File: config.mk
export PLATFORM = sky130hd
export DESIGN_NAME = spec_frame_ctrl
export DESIGN_NICKNAME = d
export VERILOG_FILES = /design/src/rtl/sfsc_pkg.sv /design/src/rtl/sfsc_rx_gate.sv /design/src/rtl/sfsc_out_fmt.sv /design/src/rtl/spec_frame_ctrl.sv
export SDC_FILE = /design/constraint.sdc
export NUM_CORES = 1
export LEC_CHECK = 0
export ABC_AREA = 1
export BUFFER_PORTS_ARGS = -buffer_cell sky130_fd_sc_hd__buf_2
export CORE_MARGIN = 5
export CORE_UTILIZATION = 50
export DETAILED_ROUTE_END_ITERATION = 8
export PLACE_DENSITY = 0.9
export SLEW_MARGIN = 20
export SYNTH_ARGS = -nofsm -noshare
export SYNTH_HDL_FRONTEND = slang
export SYNTH_HIERARCHICAL = 1
export SYNTH_SLANG_ARGS = --single-unit
File: constraint.sdc
create_clock -name clk -period 2.5 [get_ports clk]
set_input_delay 0.5 -clock clk [delete_from_list [all_inputs] [get_ports clk]]
set_output_delay 0.5 -clock clk [all_outputs]
set_load 0.05 [all_outputs]
File: src/rtl/sfsc_pkg.sv
package sfsc_pkg;
  typedef enum logic {ST_FILL = 1'b0, ST_WAIT = 1'b1} fill_st_e;
  localparam int WORD_W = 32;
endpackage

File: src/rtl/sfsc_rx_gate.sv
module sfsc_rx_gate import sfsc_pkg::*; #(
  parameter int FRAME_LEN = 2048,
  parameter int IN_W      = 32
) (
  input  logic            clk,
  input  logic            rst,
  input  logic            proc_en,
  input  logic            down_rdy,
  input  logic [IN_W-1:0] rx_data,
  input  logic            rx_valid,
  input  logic            rx_last,
  input  logic            rx_eob,
  output logic            rx_ready,
  input  logic            frame_done,
  output logic            busy,
  output logic [IN_W-1:0] eng_data,
  output logic            eng_valid,
  output logic            eng_go,
  output logic            eng_flush
);
  localparam int CNT_W = (FRAME_LEN > 1) ? $clog2(FRAME_LEN) : 1;
  localparam logic [CNT_W-1:0] CNT_LAST = CNT_W'(FRAME_LEN - 1);

  fill_st_e         st;
  logic [CNT_W-1:0] cnt;
  logic             fire, cnt_end, discard;

  assign busy     = (st == ST_WAIT);
  assign rx_ready = proc_en && down_rdy && (st == ST_FILL);
  assign fire     = rx_valid && rx_ready;
  assign cnt_end  = (cnt == CNT_LAST);
  assign discard  = fire && rx_eob && rx_last && !cnt_end;

  always_ff @(posedge clk) begin
    if (rst) begin
      st        <= ST_FILL;
      cnt       <= '0;
      eng_data  <= '0;
      eng_valid <= 1'b0;
      eng_go    <= 1'b0;
      eng_flush <= 1'b0;
    end else begin
      eng_valid <= 1'b0;
      eng_go    <= 1'b0;
      eng_flush <= !proc_en;
      if (!proc_en) begin
        st  <= ST_FILL;
        cnt <= '0;
      end else if (st == ST_WAIT) begin
        if (frame_done) st <= ST_FILL;
      end else if (discard) begin
        cnt       <= '0;
        eng_flush <= 1'b1;
      end else if (fire) begin
        eng_valid <= 1'b1;
        eng_data  <= rx_data;
        if (cnt_end) begin
          cnt    <= '0;
          st     <= ST_WAIT;
          eng_go <= 1'b1;
        end else begin
          cnt <= cnt + 1'b1;
        end
      end
    end
  end

  AST_WAIT_STALLS: assert property (@(posedge clk) disable iff (rst)
    (busy && !frame_done && proc_en) |=> !rx_ready);
  AST_GO_WITH_DATA: assert property (@(posedge clk) disable iff (rst)
    eng_go |-> (eng_valid && !eng_flush));
  AST_ACCEPT_FWD: assert property (@(posedge clk) disable iff (rst)
    (fire && !discard) |=> eng_valid);
  AST_DISCARD_FLUSH: assert property (@(posedge clk) disable iff (rst)
    discard |=> (eng_flush && !eng_valid && !eng_go));
  AST_DISABLE_FLUSH: assert property (@(posedge clk) disable iff (rst)
    !proc_en |=> eng_flush);
endmodule

File: src/rtl/sfsc_out_fmt.sv
module sfsc_out_fmt import sfsc_pkg::*; #(
  parameter int FRAME_LEN = 2048,
  parameter int PKT_LEN   = 256,
  parameter int MAG_W     = 17
) (
  input  logic              clk,
  input  logic              rst,
  input  logic              proc_en,
  input  logic              busy,
  input  logic [MAG_W-1:0]  mag_data,
  input  logic              mag_valid,
  output logic              mag_ready,
  output logic              frame_done,
  output logic [WORD_W-1:0] out_word,
  output logic              out_valid,
  output logic              out_last,
  output logic              out_eob,
  input  logic              out_ready
);
  localparam int BIN_W = (FRAME_LEN > 1) ? $clog2(FRAME_LEN) : 1;
  localparam int PKT_W = (PKT_LEN > 1) ? $clog2(PKT_LEN) : 1;
  localparam logic [BIN_W-1:0] BIN_LAST = BIN_W'(FRAME_LEN - 1);
  localparam logic [PKT_W-1:0] PKT_LAST = PKT_W'(PKT_LEN - 1);

  logic [BIN_W-1:0]  bin_cnt;
  logic [PKT_W-1:0]  pkt_cnt;
  logic              mag_fire, bin_end, pkt_end;
  logic [WORD_W-1:0] nxt_word;

  assign mag_ready  = proc_en && busy && (!out_valid || out_ready);
  assign mag_fire   = mag_valid && mag_ready;
  assign bin_end    = (bin_cnt == BIN_LAST);
  assign pkt_end    = (pkt_cnt == PKT_LAST);
  assign frame_done = mag_fire && bin_end;

  always_comb begin
    nxt_word              = '0;
    nxt_word[MAG_W-1:0]   = mag_data;
    nxt_word[WORD_W-1]    = (bin_cnt == '0);
  end

  always_ff @(posedge clk) begin
    if (rst) begin
      out_word  <= '0;
      out_valid <= 1'b0;
      out_last  <= 1'b0;
      out_eob   <= 1'b0;
      bin_cnt   <= '0;
      pkt_cnt   <= '0;
    end else if (!proc_en) begin
      out_valid <= 1'b0;
      out_last  <= 1'b0;
      out_eob   <= 1'b1;
      bin_cnt   <= '0;
      pkt_cnt   <= '0;
    end else if (mag_fire) begin
      out_word  <= nxt_word;
      out_valid <= 1'b1;
      out_last  <= pkt_end || bin_end;
      out_eob   <= bin_end;
      bin_cnt   <= bin_end ? '0 : bin_cnt + 1'b1;
      pkt_cnt   <= (pkt_end || bin_end) ? '0 : pkt_cnt + 1'b1;
    end else if (out_ready) begin
      out_valid <= 1'b0;
      out_last  <= 1'b0;
      out_eob   <= 1'b0;
    end
  end

  AST_EOB_ON_DISABLE: assert property (@(posedge clk) disable iff (rst)
    !proc_en |=> (out_eob && !out_valid));
  AST_WORD_ZERO_BITS: assert property (@(posedge clk) disable iff (rst)
    out_valid |-> (out_word[WORD_W-2:MAG_W] == '0));
  AST_VALID_NEEDS_EN: assert property (@(posedge clk) disable iff (rst)
    out_valid |-> $past(proc_en));
  AST_EOB_HAS_LAST: assert property (@(posedge clk) disable iff (rst)
    (out_valid && out_eob) |-> out_last);
  AST_HOLD_STALL: assert property (@(posedge clk) disable iff (rst)
    (out_valid && !out_ready) |=> $stable(out_word));
endmodule

File: src/rtl/spec_frame_ctrl.sv
module spec_frame_ctrl import sfsc_pkg::*; #(
  parameter int FRAME_LEN = 2048,
  parameter int PKT_LEN   = 256,
  parameter int MAG_W     = 17,
  parameter int IN_W      = 32
) (
  input  logic              clk,
  input  logic              rst,
  input  logic              proc_en,
  input  logic [IN_W-1:0]   rx_data,
  input  logic              rx_valid,
  input  logic              rx_last,
  input  logic              rx_eob,
  output logic              rx_ready,
  output logic [IN_W-1:0]   eng_data,
  output logic              eng_valid,
  output logic              eng_go,
  output logic              eng_flush,
  input  logic [MAG_W-1:0]  mag_data,
  input  logic              mag_valid,
  output logic              mag_ready,
  output logic [WORD_W-1:0] out_word,
  output logic              out_valid,
  output logic              out_last,
  output logic              out_eob,
  input  logic              out_ready
);
  logic busy, frame_done;

  sfsc_rx_gate #(.FRAME_LEN(FRAME_LEN), .IN_W(IN_W)) u_rx (
    .clk(clk), .rst(rst), .proc_en(proc_en), .down_rdy(out_ready),
    .rx_data(rx_data), .rx_valid(rx_valid), .rx_last(rx_last),
    .rx_eob(rx_eob), .rx_ready(rx_ready), .frame_done(frame_done),
    .busy(busy), .eng_data(eng_data), .eng_valid(eng_valid),
    .eng_go(eng_go), .eng_flush(eng_flush)
  );

  sfsc_out_fmt #(.FRAME_LEN(FRAME_LEN), .PKT_LEN(PKT_LEN), .MAG_W(MAG_W)) u_out (
    .clk(clk), .rst(rst), .proc_en(proc_en), .busy(busy),
    .mag_data(mag_data), .mag_valid(mag_valid), .mag_ready(mag_ready),
    .frame_done(frame_done), .out_word(out_word), .out_valid(out_valid),
    .out_last(out_last), .out_eob(out_eob), .out_ready(out_ready)
  );
endmodule

== After elaboration in Yosys (flattened, before gate mapping) ==
Index checks and enable logic that the tools add are counted.

* Register bits after elaboration: 87
* Bits of input ports: 57
* Output and inout port bits: 72
* Logic and storage cells: 65

* $add $sub $neg: 3
* Equality and inequality tests: 4
* Multiplexer cells: 19
* Bitwise logic cells: 3
* Reduce and logical (&&, ||, !) cells: 24

{| class="wikitable"
|+ Operators by type and width
! kind !! number
|-
| $mux W11 || 4
|-
| $add A11 B1 Y11 const B || 2
|-
| $eq A11 B11 Y1 const B || 2
|-
| $mux W1 || 14
|-
| $logic_not A11 Y1 || 1
|-
| $logic_and A1 B1 Y1 || 10
|-
| $add A8 B1 Y8 const B || 1
|-
| $eq A8 B8 Y1 const B || 1
|-
| $mux W8 || 1
|-
| $reduce_and A2 Y1 || 2
|-
| $reduce_and A4 Y1 || 1
|-
| $reduce_bool A2 Y1 || 2
|-
| $reduce_or A4 Y1 || 1
|-
| $logic_not A1 Y1 || 3
|-
| $ne A3 B1 Y1 const B || 1
|-
| $not A1 Y1 || 3
|-
| $reduce_or A3 Y1 || 1
|-
| $logic_or A1 B1 Y1 || 2
|-
| $reduce_or A2 Y1 || 1
|}

== Depth between registers and ports, before layout ==
Gate-level depths: netlist of the first run.

* Word-level depth: 9
* Mapped depth: 9
* Mapped depth without buffers: 9

== Modules after synthesis ==
Netlist of the first run, hierarchy kept.

{| class="wikitable"
|+ By module, submodules not included
! module !! instances !! cells an instance !! area each (um^2) !! seq. area each (um^2)
|-
| sfsc_rx_gate || 1 || 311 || 2,164.6 || 940.9
|-
| sfsc_out_fmt || 1 || 266 || 1,946.9 || 800.8
|}

== Least setup slack after synthesis of the first run ==
Ideal clock, no wire load.

* Path type: input to output
* From: in proc_en
* To: out rx_ready
* Arrival: 1,241 ps
* Required time: 2,000 ps
* Slack: 759 ps
* Stages on the path: 2
* Buffers on the path: 0
* Cell sequence: nand2_1 nor2_1

* Longest elaborated chain between the ends: 2

{| class="wikitable"
|+ Ends and longest elaborated chain
! item !! RTL line !! RTL
|-
| from (decl) || spec_frame_ctrl.sv:9 || <nowiki>input logic proc_en,</nowiki>
|-
| $logic_and A1 B1 Y1 (2 in series) || sfsc_rx_gate.sv:29 || <nowiki>assign rx_ready = proc_en && down_rdy && (st == ST_FILL);</nowiki>
|-
| to (decl) || spec_frame_ctrl.sv:14 || <nowiki>output logic rx_ready,</nowiki>
|}

No other way between the ends.

== Worst setup path after layout of the first run ==
* From: reg u_rx.st, in the netlist u_rx/busy
* To: out mag_ready

* Longest elaborated chain between the ends: 2

{| class="wikitable"
|+ Ends and longest elaborated chain
! item !! RTL line !! RTL
|-
| from (decl) || sfsc_rx_gate.sv:24 || <nowiki>fill_st_e st;</nowiki>
|-
| from (signal assigned) || sfsc_rx_gate.sv:36 || <nowiki>st <= ST_FILL;</nowiki>
|-
| from (signal assigned) || sfsc_rx_gate.sv:47 || <nowiki>st <= ST_FILL;</nowiki>
|-
| from (signal assigned) || sfsc_rx_gate.sv:50 || <nowiki>if (frame_done) st <= ST_FILL;</nowiki>
|-
| $logic_and A1 B1 Y1 (2 in series) || sfsc_out_fmt.sv:30 || <nowiki>assign mag_ready = proc_en && busy && (!out_valid || out_ready);</nowiki>
|-
| to (decl) || spec_frame_ctrl.sv:21 || <nowiki>output logic mag_ready,</nowiki>
|}

No other way between the ends.

==> results of run 1 <==
area by class of cell:
| cell class | count | area share |
|---|---|---|
| Clock inverter | 6 | 0.0199 |
| Tap cell | 105 | 0.0268 |
| Clock buffer | 10 | 0.0280 |
| Multi-Input combinational cell | 389 | 0.379 |
| Inverter | 74 | 0.0568 |
| Sequential cell | 87 | 0.355 |
| Timing Repair Buffer | 121 | 0.135 |
where the power goes:
part	total, mW	internal (mW)	switching, mW
Clock	1.15	0.608	0.538
Combinational	0.364	0.100	0.263
Sequential	1.43	1.41	0.0153
Total	2.94	2.12	0.817
worst max-delay path by stage:
stage                                     from                              to  cells past startpoint
after floorplan                        proc_en                        rx_ready                      2
after global routing      u_rx/busy$_SDFF_PP0_  u_rx/eng_data[13]$_SDFFE_PP0P_                      8
after CTS                 u_rx/busy$_SDFF_PP0_                       mag_ready                      5
after global placement                 proc_en  u_rx/eng_data[24]$_SDFFE_PP0P_                      7
after detailed placement               proc_en   u_rx/eng_data[1]$_SDFFE_PP0P_                      7
final                     u_rx/busy$_SDFF_PP0_                       mag_ready                      5
state kept, by name (all words and copies together), names as in the netlist:
name	flops
u_rx/eng_valid	1
u_rx/eng_data	32
u_rx/busy	1
u_out/out_word	18
u_out/out_last	1
u_out/pkt_cnt	8
u_rx/eng_flush	1
u_out/out_valid	1
u_rx/cnt	11
u_out/out_eob	1
u_rx/eng_go	1
u_out/bin_cnt	11
critical path, stage by stage, from the launching register on:
cell and delay, ns:
dfxtp_1 0.48, nand2_1 0.13, clkinv_2 0.12, nand2_4 0.08
inv_1 0.05, buf_2 0.25
synth_stat cells, drive strengths merged:
cell | n | area [um2]
a21oi | 68 | 340
a31oi | 3 | 25.0
buf | 34 | 256
clkbuf | 6 | 22.5
clkinv | 1 | 5.00
conb | 1 | 3.75
dfxtp | 87 | 1740
ha | 4 | 50.1
inv | 73 | 274
nand2 | 130 | 518
nand3 | 56 | 298
nand4 | 11 | 68.8
nor2 | 76 | 329
nor3 | 8 | 56.3
nor3b | 1 | 7.51
o21a | 1 | 7.51
o21ai | 9 | 45.0
or2 | 3 | 18.8
xnor2 | 1 | 8.76
xor2 | 4 | 35.0
logic make-up after synthesis:
group	count (synthesis)	share of synthesized area
simple gates	285	0.315
buf+inv	114	0.136
flops	87	0.424
fa+ha+maj	4	0.0122
xor+xnor	5	0.0107
other cells	1	0.000912
compound gates	81	0.102
metrics by stage:
step	instances	util	hold slack, ns
after detailed placement	776	0.575	0.459
after global placement	776	0.575	0.448
final	792	0.603	0.371
after global routing	792	0.603	0.363
after CTS	792	0.603	0.360
after floorplan	590	-	0.441
routing by layer:
layer	routed length [um]	global-route usage	share of wire
met1	3920	0.215	0.40
met2	5010	0.350	0.51
met5	0	0	0
met4	204	0.0777	0.021
met3	767	0.0533	0.077
==> flow_summary.ini, run 1 <==
[synthesis]
netlist_instances = 577
ys_seq_area_frac = 0.424
avgSynthCellArea_um2 = 7.13
ys_ff_latch = 87
synth_cell_types = 34
synth_area_um2 = 4110
yosysWarnings = 6

[critical_path]
critPathKind = flip-flop to primary output
ff2ff_setup_slack_ns = 0.61
critical_path_arrival_ns = 1.45
reg2reg_from = u_rx/busy$_SDFF_PP0_
cp_max_fo = 6
timing.rr.end = u_rx/eng_data[1]$_SDFFE_PP0P_
rr_worst_depth = 7
cp-end-kind = primary output
required_ns = 2.00
startpoint_type = flip-flop

[timing]
max_freq_ghz = 0.512
relSlewSlack = 0.579
fin_skew_ns = 0.0126
tns_ns = 0
finalCritPeriodShare = 0.781
finalHoldViolations = 0
setup_viol = 0
post-route-min-period_ns = 1.95
fin_ws_ns = 0.548
rsz0062_at_grt = no
worst_pin_slew_ns = 0.630
slew_viol_final = 0

[grt]
grt_usage = 0.195
grt_first_pass_wirelength_mm = 16.2
grt_max_degree = 35
grt_antenna_before_repair = 0
grt_overflow = 0
grt_pass1_vias = 3708

[routing]
antenna_left = 0
wl_per_cell_um = 12.5
wl_mm = 9.91
drt_first_pass_iters = 6
num_vias = 3950
route.detailed.drc = 0
via_per_inst = 4.99
dr.first_iter.drc_count = 186

[hold_path]
hold_depth = 3
hold_class = input pin to flip-flop
hold_start = mag_data[9]
min_to = u_out/out_word[9]$_SDFFE_PP0P_

[layout]
drive_above_1_share = 0.237
regArea_um2 = 1740
n_fill_cell = 710
multi_input_comb_area_um2 = 1860
antenna_cells = 0
final_common_cell = nand2_1
syn_to_final_growth_pct = 19.4
final_cell_area_um2 = 4910
layout_common_cells = nand2_1 (120), buf_2 (114), dfxtp_1 (87)
nets = 743

[pwr]
fin_total_pwr_mw = 2.94
power_leakage_nw = 2.32
ir_drop_mv = 0.499
power_density_nw_per_um2 = 599

[clock_network]
cts_hold_buf = 0
h-tree-depth = 3
ctsResizeCount = 0
root_buffer = clkbuf_8
numCtsBuffers = 9
clk_pin_slew_ns = 0.09
cts_max_path_buffers = 2
post-cts-setup-buffers = 0
clk_latency_ns = 0.36
cts_sinks = 87
cts_tree = yes

[floorplanning]
die_y_um = 101
ios = 129
dieArea_um2 = 10100
core_um2 = 8130
initial_core_util = 0.505
rows = 33
die_w_um = 101

[placed_design]
dpl_cell_area_um2 = 4670
finalWeightedCongestion = 0.899
dpl.hpwl_mm = 7.27
pre_cts_slack_ns = 0.499
port_buffers = 114

[run]
drv_cap = 0

[run_status]
status = finished, final reports clean
(Power assumes the default switching activity.)
==> run 2: changes to the inputs <==
==> constraint.sdc (replaced) <==
create_clock -name clk -period 1.9 [get_ports clk]
set_input_delay 0.38 -clock clk [delete_from_list [all_inputs] [get_ports clk]]
set_output_delay 0.38 -clock clk [all_outputs]
set_load 0.05 [all_outputs]
==> run 2 against run 1 <==
Hold slack lost 0.11 ns. Setup slack got worse by 0.37 ns. Sequential cell count stayed put. Core utilization is essentially flat. Sequential share of layout area about the same. Power is 22% higher. Critical path type is now flip-flop to flip-flop. Clock skew increased by 0.00095 ns. Die area stayed put. Combinational power is 34% higher. Count of clock-buffer cells in the layout is the same. Via count is 0.25% lower.
==> flow_summary.ini, run 2 (synthesis gave the netlist of run 1 again) <==
[critical_path]
cp_max_fo = 64
cp.depth = 9
required_ns = 2.14
ff2ff_setup_slack_ns = 0.18
reg2reg_from = u_rx/cnt[0]$_SDFFE_PP0P_
cp-end-kind = flip-flop
critPathMostFrequentCell = nand2_2
critical_path_arrival_ns = 1.97
setup.worst_path.start = u_rx/cnt[0]$_SDFFE_PP0P_
cp_cell_sequence = ha_1 -> nand3_2 -> nor2_4 -> nand2_2 -> nand2_2 -> buf_12 -> nand3_1 -> nand2_1 -> nor2_1
crit_family = simple AND/OR/NAND/NOR gates
timing.rr.end = u_rx/eng_data[16]$_SDFFE_PP0P_
crit_slowest_cell = dfxtp_1
path_buf_inv = 1
crit_path_end = u_rx/eng_data[16]$_SDFFE_PP0P_
startpoint_type = flip-flop
rr_worst_depth = 9
critPathKind = flip-flop to flip-flop
max_stage_delay_ns = 0.40

[timing]
setup_viol = 0
max_freq_ghz = 0.580
finalCritPeriodShare = 0.907
post-route-min-period_ns = 1.72
fin_skew_ns = 0.0135
slew_viol_final = 0
tns_ns = 0
finalHoldViolations = 0
rsz0062_at_grt = no

[floorplanning]
ios = 129
core_um2 = 8130
dieArea_um2 = 10100
initial_core_util = 0.505
die_w_um = 101
rows = 33
die_y_um = 101

[grt]
grt_max_degree = 65
grt_antenna_before_repair = 0
grt_usage = 0.196
grt_pass1_vias = 3775
grt_first_pass_wirelength_mm = 16.3
grt_overflow = 0

[layout]
final_common_cell = nand2_1
reg_top3 = u_rx/eng_data (32), u_out/out_word (18)
n_fill_cell = 728
nets = 746
regArea_um2 = 1740
antenna_cells = 0
fin_cells = 795
largest_register_ffs = 32
syn_to_final_growth_pct = 19.4
top_register = u_rx/eng_data
multi_input_comb_area_um2 = 1860
layout_common_cells = nand2_1 (120), buf_2 (114), dfxtp_1 (86)
drive_above_1_share = 0.242

[clock_network]
cts_max_path_buffers = 2
ctsResizeCount = 0
clk_pin_slew_ns = 0.10
post-cts-setup-buffers = 0
clk_latency_ns = 0.36
cts_tree = yes
h-tree-depth = 3
cts_hold_buf = 0
cts_sinks = 87
numCtsBuffers = 9
root_buffer = clkbuf_8

[pwr]
ir_drop_mv = 0.616
power_density_nw_per_um2 = 732
fin_total_pwr_mw = 3.59
power_leakage_nw = 2.32

[routing]
via_per_inst = 4.96
dr.first_iter.drc_count = 253
routed-wl-met2_mm = 4.88
num_vias = 3940
antenna_left = 0
met3_length_um = 762
route.detailed.drc = 0
met1_length_mm = 3.88
wl_per_cell_um = 12.1
top_layer_used = met4
drt_first_pass_iters = 5
wl_mm = 9.65

[hold_path]
hold_class = input pin to flip-flop

[run_status]
status = finished, final reports clean

[placed_design]
dpl.hpwl_mm = 7.28
dp.cells = 779
port_buffers = 114
finalWeightedCongestion = 0.877

[run]
drv_cap = 0
==> run 2: worst min-delay path, delay by kind of cell <==
kind,cells,cell delay [ns]
buffers and inverters,1,0.09
AO/OA/AOI/OAI,1,0.05
AND/OR/NAND/NOR,1,0.05
==> run 2: cell type report <==
class | instances | area share
tap | 105 | 0.0268
sequential | 87 | 0.355
inverter | 74 | 0.0568
timing repair buffer | 124 | 0.144
multi-input combinational | 389 | 0.379
clock inverter | 6 | 0.0102
clock buffer | 10 | 0.0280
==> run 2: per-layer routing <==
| layer | vias to the layer above | track usage |
|---|---|---|
| li1 | 2007 | - |
| met1 | 1790 | 0.223 |
| met2 | 132 | 0.351 |
| met3 | 11 | 0.0623 |
| met4 | 0 | 0.0539 |
| met5 | - | 0 |
==> run 2: metrics by stage <==
| step | worst slack, ns | cell area [um2] | util | hold slack [ns] |
|---|---|---|---|---|
| after floorplan | 0.301 | 4160 | - | 0.441 |
| after global placement | 0.208 | 4720 | 0.580 | 0.448 |
| after detailed placement | 0.178 | 4720 | 0.580 | 0.456 |
| after CTS | 0.0525 | 4910 | 0.603 | 0.237 |
| after global routing | 0.00152 | 4910 | 0.604 | 0.235 |
| final | 0.176 | 4910 | 0.604 | 0.258 |
==> run 2: where the power goes <==
| group | internal (mW) | switching (mW) | leakage [nW] |
|---|---|---|---|
| clock | 0.529 | 0.694 | 0.0952 |
| combinational | 0.138 | 0.350 | 1.52 |
| sequential | 1.86 | 0.0205 | 0.706 |
| total | 2.53 | 1.06 | 2.32 |
==> run 2: worst min path at each step <==
stage | from | end | slack (ns) | cells after the start
floorplan | u_rx/cnt[10]$_SDFFE_PP0P_ | u_rx/cnt[10]$_SDFFE_PP0P_ | 0.44 | 1
global placement | u_out/out_word[15]$_SDFFE_PP0P_ | u_out/out_word[15]$_SDFFE_PP0P_ | 0.45 | 2
detailed placement | u_out/out_word[15]$_SDFFE_PP0P_ | u_out/out_word[15]$_SDFFE_PP0P_ | 0.46 | 2
CTS | mag_data[9] | u_out/out_word[9]$_SDFFE_PP0P_ | 0.24 | 3
global route | mag_data[13] | u_out/out_word[13]$_SDFFE_PP0P_ | 0.24 | 3
finish | mag_data[10] | u_out/out_word[10]$_SDFFE_PP0P_ | 0.26 | 3
==> run 3: changes to the inputs <==
--- a/config.mk
+++ b/config.mk
@@ -10,8 +10,9 @@
 export CORE_MARGIN = 5
 export CORE_UTILIZATION = 50
 export DETAILED_ROUTE_END_ITERATION = 8
-export PLACE_DENSITY = 0.9
-export SLEW_MARGIN = 20
+export PLACE_DENSITY = 0.81
+export RECOVER_POWER = 100
+export SLEW_MARGIN = 25
 export SYNTH_ARGS = -nofsm -noshare
 export SYNTH_HDL_FRONTEND = slang
 export SYNTH_HIERARCHICAL = 1
==> run 3 against run 2 <==
Count of clock-buffer cells in the layout shrank 1. Global-route usage grew 0.12 points. Register-to-register slack about the same. Cell count is 0.13% higher. Clock skew shrank 0.0036 ns. First-iteration DRC count fell by 38%. Combinational power down 4%. Wire length increased by 4.3%. Non-clock buffer count rose by 1. Largest power group unchanged.
==> flow_summary.ini, run 3 (synthesis gave the netlist of run 1 again) <==
[timing]
slew_viol_final = 0
setup_viol = 0
worst_pin_slew_ns = 0.664
rsz0062_at_grt = no
relSlewSlack = 0.559
max_freq_ghz = 0.554
finalHoldViolations = 0
post-route-min-period_ns = 1.80
tns_ns = 0
fin_ws_ns = 0.0964
fin_hold_ws_ns = 0.255
finalCritPeriodShare = 0.949
fin_skew_ns = 0.00989

[clock_network]
cts_max_path_buffers = 2
cts_sinks = 87
cts_tree = yes
root_buffer = clkbuf_8
clk_pin_slew_ns = 0.09
clk_latency_ns = 0.36
h-tree-depth = 3
numCtsBuffers = 9

[routing]
wl_per_cell_um = 12.6
via_per_inst = 5.00
antenna_left = 0
route.detailed.drc = 0
dr.first_iter.drc_count = 158
wl_mm = 10.1
drt_first_pass_iters = 5
num_vias = 3978

[layout]
syn_to_final_growth_pct = 17.1
nets = 747
antenna_cells = 0
n_fill_cell = 772
regArea_um2 = 1740
layout_common_cells = nand2_1 (123), dfxtp_1 (86), inv_1 (72)
multi_input_comb_area_um2 = 1830
utilization = 0.592
top_register = u_rx/eng_data
final_common_cell = nand2_1
largest_register_ffs = 32
drive_above_1_share = 0.156
reg_top3 = u_rx/eng_data (32), u_out/out_word (18)

[critical_path]
ff2ff_setup_slack_ns = 0.17
startpoint_type = flip-flop
required_ns = 1.52
max_stage_delay_ns = 0.42
cp_max_fo = 6
cp-end-kind = primary output
crit_slowest_cell = dfxtp_2
critical_path_arrival_ns = 1.42
cp_cell_sequence = nand2_1 -> clkinv_2 -> nand2_1 -> inv_1 -> clkbuf_2
critPathMostFrequentCell = nand2_1
critPathKind = flip-flop to primary output

[floorplanning]
core_um2 = 8130
rows = 33
dieArea_um2 = 10100
die_y_um = 101
ios = 129
initial_core_util = 0.505
die_w_um = 101

[grt]
grt_overflow = 0
grt_first_pass_wirelength_mm = 16.3
grt_max_degree = 41
grt_pass1_vias = 3719
grt_usage = 0.197
grt_antenna_before_repair = 0

[pwr]
swShare = 0.282
p_switching_mw = 1.07
p_seq_frac = 0.494
pwr-share-clk = 0.383
power_density_nw_per_um2 = 791
ir_drop_mv = 0.376
fin_total_pwr_mw = 3.81
power_leakage_nw = 2.07
comb_power_share = 0.123
internal_power_mw = 2.74

[run]
drv_cap = 0

[placed_design]
pre_cts_slack_ns = 0.208
port_buffers = 114
finalWeightedCongestion = 0.876
dpl.hpwl_mm = 7.44

[run_status]
status = finished, final reports clean

[hold_path]
hold_class = input pin to flip-flop
## run 3: area by class of cell
type                            instances  area share
Multi-Input combinational cell        389       0.380
Clock inverter                          7      0.0210
Tap cell                              105      0.0273
Timing Repair Buffer                  125       0.126
Sequential cell                        87       0.362
Clock buffer                            9      0.0257
Inverter                               74      0.0579
## run 3: worst max-delay path, delay by kind of cell (launching register included)
family / cells / cell delay [ns]
AND/OR/NAND/NOR: 2 / 0.23
flip-flops: 1 / 0.42
buffers and inverters: 3 / 0.43
## run 3: path summary, 6_finish.rpt
kind	from	end	cells after the start
worst max-delay path	u_rx/busy$_SDFF_PP0_	mag_ready	5
worst min-delay path	mag_data[14]	u_out/out_word[14]$_SDFFE_PP0P_	3
worst max register to register	u_rx/busy$_SDFF_PP0_	u_out/pkt_cnt[0]$_SDFFE_PP0P_	6
worst min register to register	u_out/out_word[9]$_SDFFE_PP0P_	u_out/out_word[9]$_SDFFE_PP0P_	2
## run 3: layer usage
metal / GRT usage / up-vias / share of wire
li1: - / 2015 / -
met1: 0.226 / 1826 / 0.40
met2: 0.341 / 119 / 0.51
met3: 0.0588 / 18 / 0.068
met4: 0.0788 / 0 / 0.018
met5: 0 / - / 0
## run 3: power groups by stage
stage,registers (mW),logic [mW],clock network (mW)
6_report,1.88,0.470,1.46
5_1_grt,1.89,0.511,1.56
4_1_cts,1.88,0.482,1.49
3_5_place_dp,1.92,0.482,0
3_3_place_gp,1.92,0.474,0
2_1_floorplan,2.05,0.235,0
## run 3: stage by stage
| step | instances | area (um2) |
|---|---|---|
| CTS | 796 | 4920 |
| floorplan | 590 | 4160 |
| global placement | 780 | 4690 |
| global route | 796 | 4820 |
| detailed placement | 780 | 4690 |
| finish | 796 | 4820 |
## run 3: what timing repair did
item	CTS	global route
setup buffers	0	0
setup endpoints to repair	1	0
resized for setup	1	0
hold buffers	0	0
